File: config.mk
export PLATFORM = sky130hd
export DESIGN_NAME = boot_map_seq
export DESIGN_NICKNAME = d
export VERILOG_FILES = /design/src/rtl/boot_map_pkg.sv /design/src/rtl/boot_seq_fsm.sv /design/src/rtl/boot_addr_dec.sv /design/src/rtl/boot_map_seq.sv
export SDC_FILE = /design/constraint.sdc
export NUM_CORES = 1
export LEC_CHECK = 0
export BUFFER_PORTS_ARGS = -buffer_cell sky130_fd_sc_hd__buf_2
export CORE_AREA = 3 3 40 42
export CTS_CLUSTER_SIZE = 40
export DETAILED_ROUTE_END_ITERATION = 8
export DIE_AREA = 0 0 43 45
export SETUP_SLACK_MARGIN = 0.05
export SLEW_MARGIN = 20
export SYNTH_ARGS = -nofsm -noshare
export SYNTH_HDL_FRONTEND = slang
export SYNTH_SLANG_ARGS = --single-unit
File: constraint.sdc
create_clock -name clk -period 2.1 [get_ports clk]
set_input_delay 0.315 -clock clk [delete_from_list [all_inputs] [get_ports clk]]
set_output_delay 0.315 -clock clk [all_outputs]
set_load 0.02 [all_outputs]
File: src/rtl/boot_map_pkg.sv
// Shared types and control-bit positions for the boot map sequencer.
package boot_map_pkg;
    // Boot phases: high map, low map with slave held, slave running.
    typedef enum logic [1:0] {
        ST_BOOT = 2'd0,
        ST_LOAD = 2'd1,
        ST_RUN  = 2'd2
    } boot_state_e;

    localparam int CTRL_W       = 2;
    localparam int CTRL_REMAP   = 0;
    localparam int CTRL_RELEASE = 1;
endpackage

File: src/rtl/boot_seq_fsm.sv
// Phase sequencer. It moves BOOT -> LOAD on a remap write and LOAD -> RUN
// on a release write. It never moves backwards except through reset.
// Assumes ctrl_wr is a single-cycle qualified write to the control address.
module boot_seq_fsm
    import boot_map_pkg::*;
(
    input  logic              clk,
    input  logic              rst_n,
    input  logic              ctrl_wr,
    input  logic [CTRL_W-1:0] ctrl_bits,
    output logic              map_low,
    output logic              slave_run,
    output logic              boot_sel
);
    boot_state_e state_q, state_d;

    // Next-phase selection; a release is honoured only once in LOAD.
    always_comb begin
        state_d = state_q;
        case (state_q)
            ST_BOOT: if (ctrl_wr && ctrl_bits[CTRL_REMAP])   state_d = ST_LOAD;
            ST_LOAD: if (ctrl_wr && ctrl_bits[CTRL_RELEASE]) state_d = ST_RUN;
            ST_RUN:  state_d = ST_RUN;
            default: state_d = ST_BOOT;
        endcase
    end

    // Phase register with synchronous reset to the boot phase.
    always_ff @(posedge clk) begin
        if (!rst_n) state_q <= ST_BOOT;
        else        state_q <= state_d;
    end

    // Decode phase into map and reset controls.
    always_comb begin
        map_low   = (state_q != ST_BOOT);
        slave_run = (state_q == ST_RUN);
        boot_sel  = (state_q == ST_BOOT);
    end
endmodule

File: src/rtl/boot_addr_dec.sv
// Host address decoder. Produces chip selects for the shared SRAM (high or
// low copy, depending on map_low), for each EPROM, and for the slave program
// store (host side, only while the slave is held). It also flags control writes.
// Assumes region bases are aligned to their own sizes.
module boot_addr_dec #(
    parameter int          ADDR_W         = 24,
    parameter int          SRAM_AW        = 15,
    parameter int unsigned SRAM_BOOT_BASE = 32'hF00000,
    parameter int unsigned SRAM_RUN_BASE  = 32'h000000,
    parameter int          EPROM_AW       = 16,
    parameter int          N_EPROM        = 2,
    parameter int unsigned EPROM_BASE     = 32'h400000,
    parameter int          PSTORE_AW      = 16,
    parameter int unsigned PSTORE_BASE    = 32'h800000,
    parameter int unsigned CTRL_ADDR      = 32'h810000
) (
    input  logic [ADDR_W-1:0]  host_addr,
    input  logic               host_strb,
    input  logic               host_we,
    input  logic               map_low,
    input  logic               slave_run,
    output logic               sram_cs,
    output logic [N_EPROM-1:0] eprom_cs,
    output logic               pstore_cs,
    output logic               ctrl_wr
);
    localparam logic [ADDR_W-1:0] BOOT_B = ADDR_W'(SRAM_BOOT_BASE);
    localparam logic [ADDR_W-1:0] RUN_B  = ADDR_W'(SRAM_RUN_BASE);
    localparam logic [ADDR_W-1:0] PS_B   = ADDR_W'(PSTORE_BASE);
    localparam logic [ADDR_W-1:0] CTRL_A = ADDR_W'(CTRL_ADDR);
    localparam int unsigned       EP_SZ  = 1 << EPROM_AW;

    logic in_sram_hi, in_sram_lo, in_ps;

    // Region hits for the SRAM copies and the program-store window.
    always_comb begin
        in_sram_hi = (host_addr >> SRAM_AW)   == (BOOT_B >> SRAM_AW);
        in_sram_lo = (host_addr >> SRAM_AW)   == (RUN_B  >> SRAM_AW);
        in_ps      = (host_addr >> PSTORE_AW) == (PS_B   >> PSTORE_AW);
    end

    // SRAM, program-store and control selects qualified by strobe and phase.
    always_comb begin
        sram_cs   = host_strb && (map_low ? in_sram_lo : in_sram_hi);
        pstore_cs = host_strb && in_ps && !slave_run;
        ctrl_wr   = host_strb && host_we && (host_addr == CTRL_A);
    end

    // One decoder per EPROM device, stacked from EPROM_BASE.
    for (genvar k = 0; k < N_EPROM; k++) begin : g_eprom
        localparam logic [ADDR_W-1:0] THIS_B = ADDR_W'(EPROM_BASE + k * EP_SZ);
        assign eprom_cs[k] = host_strb &&
                             ((host_addr >> EPROM_AW) == (THIS_B >> EPROM_AW));
    end
endmodule

File: src/rtl/boot_map_seq.sv
// Top of the boot map sequencer. It connects the phase sequencer to the
// address decoder and drives the slave reset, the boot-select interrupt and
// the program-store ownership select. Reset is synchronous and active low.
module boot_map_seq
    import boot_map_pkg::*;
#(
    parameter int          ADDR_W         = 24,
    parameter int          SRAM_AW        = 15,
    parameter int unsigned SRAM_BOOT_BASE = 32'hF00000,
    parameter int unsigned SRAM_RUN_BASE  = 32'h000000,
    parameter int          EPROM_AW       = 16,
    parameter int          N_EPROM        = 2,
    parameter int unsigned EPROM_BASE     = 32'h400000,
    parameter int          PSTORE_AW      = 16,
    parameter int unsigned PSTORE_BASE    = 32'h800000,
    parameter int unsigned CTRL_ADDR      = 32'h810000
) (
    input  logic               clk,
    input  logic               rst_n,
    input  logic [ADDR_W-1:0]  host_addr,
    input  logic               host_strb,
    input  logic               host_we,
    input  logic [CTRL_W-1:0]  host_wdata,
    output logic               sram_cs,
    output logic [N_EPROM-1:0] eprom_cs,
    output logic               pstore_cs,
    output logic               slave_rst_n,
    output logic               boot_int,
    output logic               pstore_own_slave
);
    logic map_low, slave_run, ctrl_wr;

    boot_seq_fsm u_fsm (
        .clk       (clk),
        .rst_n     (rst_n),
        .ctrl_wr   (ctrl_wr),
        .ctrl_bits (host_wdata),
        .map_low   (map_low),
        .slave_run (slave_run),
        .boot_sel  (boot_int)
    );

    boot_addr_dec #(
        .ADDR_W         (ADDR_W),
        .SRAM_AW        (SRAM_AW),
        .SRAM_BOOT_BASE (SRAM_BOOT_BASE),
        .SRAM_RUN_BASE  (SRAM_RUN_BASE),
        .EPROM_AW       (EPROM_AW),
        .N_EPROM        (N_EPROM),
        .EPROM_BASE     (EPROM_BASE),
        .PSTORE_AW      (PSTORE_AW),
        .PSTORE_BASE    (PSTORE_BASE),
        .CTRL_ADDR      (CTRL_ADDR)
    ) u_dec (
        .host_addr (host_addr),
        .host_strb (host_strb),
        .host_we   (host_we),
        .map_low   (map_low),
        .slave_run (slave_run),
        .sram_cs   (sram_cs),
        .eprom_cs  (eprom_cs),
        .pstore_cs (pstore_cs),
        .ctrl_wr   (ctrl_wr)
    );

    // Slave reset release and store ownership switch together.
    always_comb begin
        slave_rst_n      = slave_run;
        pstore_own_slave = slave_run;
    end
endmodule

==> impl_metrics.yaml, run 1 <==
place:
  gp_congestion: 0.609
  port_buffers: 36
clock_network:
  cts_tree: "yes"
  clk_path_buf_depth: 2
  post_cts_buffers: 0
  ctsHoldBuffers: 0
  cts.repair.resized: 0
  insertion_delay_ns: 0.22
  root_buffer: "clkbuf_4"
  cts.sinks: 2
  cts-buffers-inserted: 3
  clk_pin_slew_ns: 0.03
  htree_levels: 1
pwr:
  ir_worst_vdd_uv: 130
  p_leak_nw: 0.281
  p_per_area_mw_per_mm2: 289
synthesis:
  ys_warn_count: 0
  synth_cell_types: 22
  synth_top_area_cell: "o31ai_4"
  ys_ff_latch: 2
  synth_top_area_share: 0.119
  netlist_top_cells_area: "o31ai_4 12%, dfxtp_1 11%, ha_1 11%, and4_1 7.4%, nand4b_4 6.7%"
  yosysSeqAreaShare: 0.112
  synth_cells: 36
  netlist_area_sq_um: 357
  syn_area_per_cell_sq_um: 9.91
  syn_nets: 69
setup_path:
  rr_startpoint: "u_fsm.state_q[0]"
  cp_slowest_cell: "dfxtp_1"
  cp_cell_sequence: "inv_1, ha_1, and4_1, a22oi_1, nor3_1, buf_2"
  required_ns: 1.78
  ff2ff_path_depth: 5
  crit_family: "simple AND/OR/NAND/NOR gates"
  critPathMaxStageDelay_ns: 0.32
  start_kind: "flop"
  cp_num_cells: 6
  arrival_ns: 1.50
  crit_fanout: 5
  crit_buf_inv: 2
  crit_type: "flop to output port"
  r2r-end: "u_fsm.state_q[1]"
  ff2ff_setup_slack_ns: 0.90
  endpoint_kind: "output port"
hold_path:
  hold_path.class: "primary input to flop"
  worstHoldStart: "rst_n"
  holdPathStages: 2
  hold_end: "u_fsm.state_q[1]"
status:
  status: "complete, no violations"
layout:
  drive_above_1_share: 0.635
  largest_reg_flops: 2
  layout.nets: 109
  regMostFlops: "u_fsm.state_q"
  multi_input_area_sq_um: 302
  reg_top3: "u_fsm.state_q: 2 flops"
  diodes: 0
  final_cell_mix: "36 x buf_2, 4 x nand2_1"
  regArea_sq_um: 40.0
  final_common_cell: "buf_2"
  fill_cells: 133
  syn_to_final_growth_pct: 60.0
die:
  fp.dieArea_sq_mm: 0.00194
  num_io_pins: 37
  std_cell_rows: 13
  initial_core_util: 0.278
  die_w_um: 43
  dieHeight_um: 45
  core_area_sq_mm: 0.00128
drt:
  vias: 451
  first_pass_iters: 4
  antenna_left: 0
  wl_um: 941
  drt_iter0_markers: 8
  routedWlPerCell_um: 10.6
  drc: 0
  viasPerCell: 5.07
sta:
  timing.setup.tns_ns: 0
  period_needed_ns: 1.82
  post-route-period-util: 0.866
  drv_slew: 0
  rsz0062_at_grt: "no"
  relSlewSlack: 0.711
  worst_slew_pin_slew_ns: 0.427
  fin_worst_skew_ns: 0.00206
  fmax_mhz: 550
  setup_viol: 0
  hold_violations: 0
  whs_ns: 0.366
global_route:
  grt_pass1_vias: 412
  antenna_found_initial: 0
  grt_pass1_wl_um: 1560
  grt_usage: 0.103
  grt_max_degree: 6
  grt-ovfl-total: 0
job:
  drv_cap: 0
==> layout make-up <==
cell class / count / area share
clock buffer: 3 / 0.0395
inverter: 2 / 0.0132
multi-input combinational: 31 / 0.529
sequential: 2 / 0.0702
tap: 15 / 0.0329
timing repair buffer: 36 / 0.316
==> routing by layer <==
| metal | global-route usage | wire length (um) | vias up |
|---|---|---|---|
| li1 | - | - | 225 |
| met1 | 0.120 | 331 | 192 |
| met2 | 0.186 | 447 | 34 |
| met3 | 0.0359 | 163 | 0 |
| met4 | 0.0181 | 0 | 0 |
| met5 | 0 | 0 | - |
==> report_power, final <==
group          leakage [nW]  internal (W)      switching, W
logic                 0.252     0.0000255         0.0000185
clock network        0.0138     0.0000628         0.0000196
registers            0.0161     0.0000383  0.00000000000906
==> worst register-to-register path, cell delays in order (launching register included) <==
cell     delay (ns)
dfxtp_1        0.35
inv_1          0.07
ha_1           0.27
o31ai_4        0.09
a21oi_1        0.10
a41o_1         0.20
==> stage by stage <==
| stage | setup WS (ns) | util | cell area [sq um] | total power, W | std cells |
|---|---|---|---|---|---|
| 3_3_place_gp | 0.210 | 0.426 | 548 | 0.0000822 | 86 |
| 6_report | 0.281 | 0.444 | 571 | 0.000165 | 89 |
| 3_5_place_dp | 0.199 | 0.426 | 548 | 0.0000832 | 86 |
| 5_1_grt | 0.176 | 0.444 | 571 | 0.000174 | 89 |
| 2_1_floorplan | 0.276 | - | 357 | 0.0000489 | 36 |
| 4_1_cts | 0.267 | 0.444 | 571 | 0.000169 | 89 |
==> worst max path at each step <==
| stage | startpoint | to |
|---|---|---|
| after CTS | u_fsm.state_q[0] | sram_cs |
| after floorplan | u_fsm.state_q[0] | sram_cs |
| final | u_fsm.state_q[0] | sram_cs |
| after detailed placement | host_addr[21] | u_fsm.state_q[1] |
| after global routing | u_fsm.state_q[0] | sram_cs |
| after global placement | host_addr[21] | u_fsm.state_q[1] |
==> kinds of logic after synthesis <==
| group | share of synthesized area |
|---|---|
| compound gates | 0.196 |
| flops | 0.112 |
| fa+ha+maj | 0.105 |
| buf+inv | 0.0421 |
| simple gates | 0.544 |
==> cells in the mapped netlist <==
cell	instances
and4_1	3
nor4_4	1
nand2_1	4
nor4b_2	1
nor4_2	1
or4b_4	1
nor4_1	2
o31ai_4	2
nor3b_2	1
inv_1	2
nor2b_1	1
a41o_1	1
nand4b_4	1
nor3_1	3
a21oi_1	2
ha_1	3
buf_4	1
nor4b_1	1
nand3b_1	1
nor2_1	1
dfxtp_1	2
a22oi_1	1
No activity file was read; power rests on OpenSTA's default activity.
==> inputs of run 2 (changes only) <==
- CAP_MARGIN: not set -> 10
- RECOVER_POWER: not set -> 100
- TNS_END_PERCENT: not set -> 50
==> run 2 against run 1 <==
Against the previous run: non-clock buffer count did not move; clock power about the same; register-to-register slack is essentially flat; count of clock-buffer cells in the layout did not move; via count fell by 2.4%; routed wire length increased by 0.11%; critical path depth unchanged; global-route usage stayed put; largest cell class unchanged.
==> impl_metrics.yaml, run 2 (synthesis results as in run 1) <==
clock_network:
  insertion_delay_ns: 0.22
  post_cts_buffers: 0
  clk_path_buf_depth: 2
  cts.repair.resized: 0
  ctsHoldBuffers: 0
  cts-buffers-inserted: 3
  cts.sinks: 2
  clk_pin_slew_ns: 0.03
  htree_levels: 1
  cts_tree: "yes"
  root_buffer: "clkbuf_4"
setup_path:
  ff2ff_path_depth: 5
  required_ns: 1.78
  cp_slowest_cell: "dfxtp_1"
  arrival_ns: 1.50
  crit_fanout: 5
  crit_type: "flop to output port"
  crit_family: "simple AND/OR/NAND/NOR gates"
  cp_cell_sequence: "inv_1, ha_1, and4_1, a22oi_1, nor3_1, buf_2"
  cp_num_cells: 6
  critPathMaxStageDelay_ns: 0.32
  crit_buf_inv: 2
  start_kind: "flop"
  endpoint_kind: "output port"
layout:
  layout.nets: 109
  drive_above_1_share: 0.541
  diodes: 0
  final_cell_mix: "30 x buf_2, 6 x clkbuf_1, 4 x nand2_1"
  regMostFlops: "u_fsm.state_q"
  syn_to_final_growth_pct: 54.0
  fin_area_sq_um: 549
  reg_top3: "u_fsm.state_q: 2 flops"
  final_common_cell: "buf_2"
  largest_reg_flops: 2
drt:
  drc: 0
  drt_iter0_markers: 6
  antenna_left: 0
  vias: 440
  wl_um: 942
  routedWlPerCell_um: 10.6
  first_pass_iters: 4
  viasPerCell: 4.94
die:
  die_w_um: 43
  fp.dieArea_sq_mm: 0.00194
  core_area_sq_mm: 0.00128
  initial_core_util: 0.278
  dieHeight_um: 45
  std_cell_rows: 13
  num_io_pins: 37
place:
  place_area_sq_um: 548
  gp_congestion: 0.609
  port_buffers: 36
sta:
  period_needed_ns: 1.82
  fmax_mhz: 550
  setup_viol: 0
  rsz0062_at_grt: "no"
  timing.setup.tns_ns: 0
  hold_violations: 0
  relSlewSlack: 0.711
  fin_worst_skew_ns: 0.00207
  whs_ns: 0.367
  worst_slew_pin_slew_ns: 0.427
  drv_slew: 0
  post-route-period-util: 0.866
pwr:
  p_leak_nw: 0.257
  p_per_area_mw_per_mm2: 299
  ir_worst_vdd_uv: 130
global_route:
  grt_pass1_vias: 412
  grt-ovfl-total: 0
  antenna_found_initial: 0
  grt_usage: 0.103
  grt_max_degree: 6
  grt_pass1_wl_um: 1560
hold_path:
  holdPathStages: 2
  hold_path.class: "primary input to flop"
status:
  status: "complete, no violations"
job:
  drv_cap: 0
==> run 2: layer usage <==
metal  routed length (um)  global-route usage  part of all wire
met5                    0                   0                 0
met4                    0              0.0181                 0
met3                  155              0.0359              0.16
met2                  440               0.186              0.47
met1                  347               0.120              0.37
==> run 2: power breakdown <==
group / switching [W] / internal [W]
sequential: 0.00000000000913 / 0.0000383
combinational: 0.0000183 / 0.0000255
clock: 0.0000195 / 0.0000628
total: 0.0000378 / 0.000127
==> run 2: path summary, 6_finish.rpt <==
kind              slack, ns             start                to
setup / recovery       0.28  u_fsm.state_q[0]           sram_cs
hold / removal         0.37             rst_n  u_fsm.state_q[1]
setup reg to reg       0.89  u_fsm.state_q[0]  u_fsm.state_q[1]
hold reg to reg        0.60  u_fsm.state_q[0]  u_fsm.state_q[0]
==> run 2: per-stage QoR <==
step                 util  setup WS [ns]  cells  total power (W)
floorplan               -          0.276     36        0.0000489
global placement    0.426          0.210     86        0.0000822
detailed placement  0.426          0.199     86        0.0000832
CTS                 0.444          0.267     89         0.000169
global route        0.427          0.132     89         0.000174
finish              0.427          0.281     89         0.000164
==> run 2: area by class of cell <==
| cell class | instances | area [sq um] |
|---|---|---|
| fill | 138 | 736 |
| multi-input combinational | 31 | 288 |
| timing repair buffer | 36 | 173 |
| sequential | 2 | 40.0 |
| clock buffer | 3 | 22.5 |
| tap | 15 | 18.8 |
| inverter | 2 | 7.51 |
==> inputs of run 3 (changes only) <==
==> constraint.sdc (replaced) <==
create_clock -name clk -period 2.1 [get_ports clk]
set_input_delay 0.105 -clock clk [delete_from_list [all_inputs] [get_ports clk]]
set_output_delay 0.105 -clock clk [all_outputs]
set_load 0.05 [all_outputs]
==> run 3 against run 2 <==
Against the previous run: critical path depth unchanged; via count fell by 0.23%; largest cell class unchanged; largest power group unchanged; final area is the same; flip-flop and latch count unchanged; utilization did not move.
==> impl_metrics.yaml, run 3 (synthesis results as in run 1) <==
status:
  status: "complete, no violations"
setup_path:
  endpoint_kind: "output port"
  rr_startpoint: "u_fsm.state_q[0]"
  crit_type: "flop to output port"
  r2r-end: "u_fsm.state_q[1]"
  start_kind: "flop"
  required_ns: 2.00
  crit_fanout: 5
  ff2ff_path_depth: 5
  ff2ff_setup_slack_ns: 0.88
  arrival_ns: 1.61
layout:
  layout.nets: 109
  stdcell_count: 89
  regMostFlops: "u_fsm.state_q"
  final_common_cell: "buf_2"
  syn_to_final_growth_pct: 54.0
  drive_above_1_share: 0.541
  final_cell_mix: "29 x buf_2, 6 x clkbuf_1, 4 x nand2_1"
  fill_cells: 149
  diodes: 0
  reg_top3: "u_fsm.state_q: 2 flops"
  largest_reg_flops: 2
drt:
  drc: 0
  viasPerCell: 4.93
  first_pass_iters: 2
  vias: 439
  antenna_left: 0
  routedWlPerCell_um: 11.1
  drt_iter0_markers: 1
  wl_um: 990
place:
  dp_cells: 86
  hpwlAfterDp_um: 891
  pre_cts_slack_ns: 0.394
  gp_congestion: 0.627
  port_buffers: 36
clock_network:
  root_buffer: "clkbuf_4"
  clk_path_buf_depth: 2
  cts-buffers-inserted: 3
  insertion_delay_ns: 0.22
  ctsHoldBuffers: 0
  clk_pin_slew_ns: 0.03
  cts.repair.resized: 0
  post_cts_buffers: 0
  cts_tree: "yes"
  htree_levels: 1
  cts.sinks: 2
sta:
  relSlewSlack: 0.604
  post-route-period-util: 0.814
  setup_viol: 0
  period_needed_ns: 1.71
  drv_slew: 0
  fmax_mhz: 585
  timing.setup.tns_ns: 0
  fin_worst_skew_ns: 0.00371
  setup_ws_ns: 0.390
  hold_violations: 0
  worst_slew_pin_slew_ns: 0.596
  rsz0062_at_grt: "no"
hold_path:
  hold_end: "u_fsm.state_q[1]"
  hold_path.class: "primary input to flop"
  worstHoldStart: "rst_n"
  holdPathStages: 2
pwr:
  p_per_area_mw_per_mm2: 300
  combPwrFrac: 0.269
  internal_power_w: 0.000127
  switchingPower_w: 0.0000383
  switching_share: 0.233
  clock_power_share: 0.498
  seqPwrFrac: 0.232
  ir_worst_vdd_uv: 196
  p_leak_nw: 0.255
global_route:
  grt_max_degree: 6
  grt-ovfl-total: 0
  grt_usage: 0.109
  antenna_found_initial: 0
  grt_pass1_wl_um: 1620
  grt_pass1_vias: 427
die:
  fp.dieArea_sq_mm: 0.00194
  num_io_pins: 37
  core_area_sq_mm: 0.00128
  initial_core_util: 0.278
  std_cell_rows: 13
  dieHeight_um: 45
  die_w_um: 43
job:
  drv_cap: 0
[run 3: changes by cell type in the layout (fill, tap and decap cells not counted), sizes merged]
cell    change
buf         -1
clkbuf      +1
[run 3: worst max-delay path by stage]
stage	from	end	slack, ns	cells past startpoint
after detailed placement	host_addr[21]	u_fsm.state_q[1]	0.39	6
after global placement	host_addr[21]	u_fsm.state_q[1]	0.42	6
after global routing	u_fsm.state_q[0]	pstore_cs	0.24	4
final	u_fsm.state_q[0]	sram_cs	0.39	6
after CTS	u_fsm.state_q[0]	sram_cs	0.38	6
after floorplan	u_fsm.state_q[0]	pstore_cs	0.05	3
[run 3: layout make-up]
| type | count | area (sq um) | area share |
|---|---|---|---|
| clock buffers | 3 | 22.5 | 0.0410 |
| repair buffers | 36 | 173 | 0.314 |
| multi-input cells | 31 | 288 | 0.524 |
| inverters | 2 | 7.51 | 0.0137 |
| flip-flops and latches | 2 | 40.0 | 0.0729 |
| well taps | 15 | 18.8 | 0.0342 |
[run 3: layer usage]
metal / share of wire / GRT usage
met3: 0.15 / 0.0279
met1: 0.35 / 0.122
met2: 0.50 / 0.201
met5: 0 / 0
met4: 0 / 0.0361
[run 3: critical path, stage by stage, from the launching register on]
cell      delay [ns]
dfxtp_1         0.32
inv_1           0.08
ha_1            0.27
and4_1          0.21
a22oi_1         0.09
nor3_2          0.12
clkbuf_2        0.30
[run 3: metrics by stage]
step,instance area (sq um),hold slack (ns),total power (W),util
3_3_place_gp,553,0.384,0.0000831,0.430
5_1_grt,549,0.164,0.000178,0.427
6_report,549,0.156,0.000165,0.427
3_5_place_dp,553,0.383,0.0000840,0.430
2_1_floorplan,362,0.262,0.0000493,-
4_1_cts,576,0.152,0.000170,0.448
[run 3: power by group through the flow]
stage,combinational [W],sequential [W],clock (W)
after detailed placement,0.0000452,0.0000388,0
final,0.0000444,0.0000383,0.0000822
after global placement,0.0000444,0.0000388,0
after floorplan,0.0000106,0.0000388,0
after global routing,0.0000489,0.0000383,0.0000912
after CTS,0.0000454,0.0000383,0.0000860
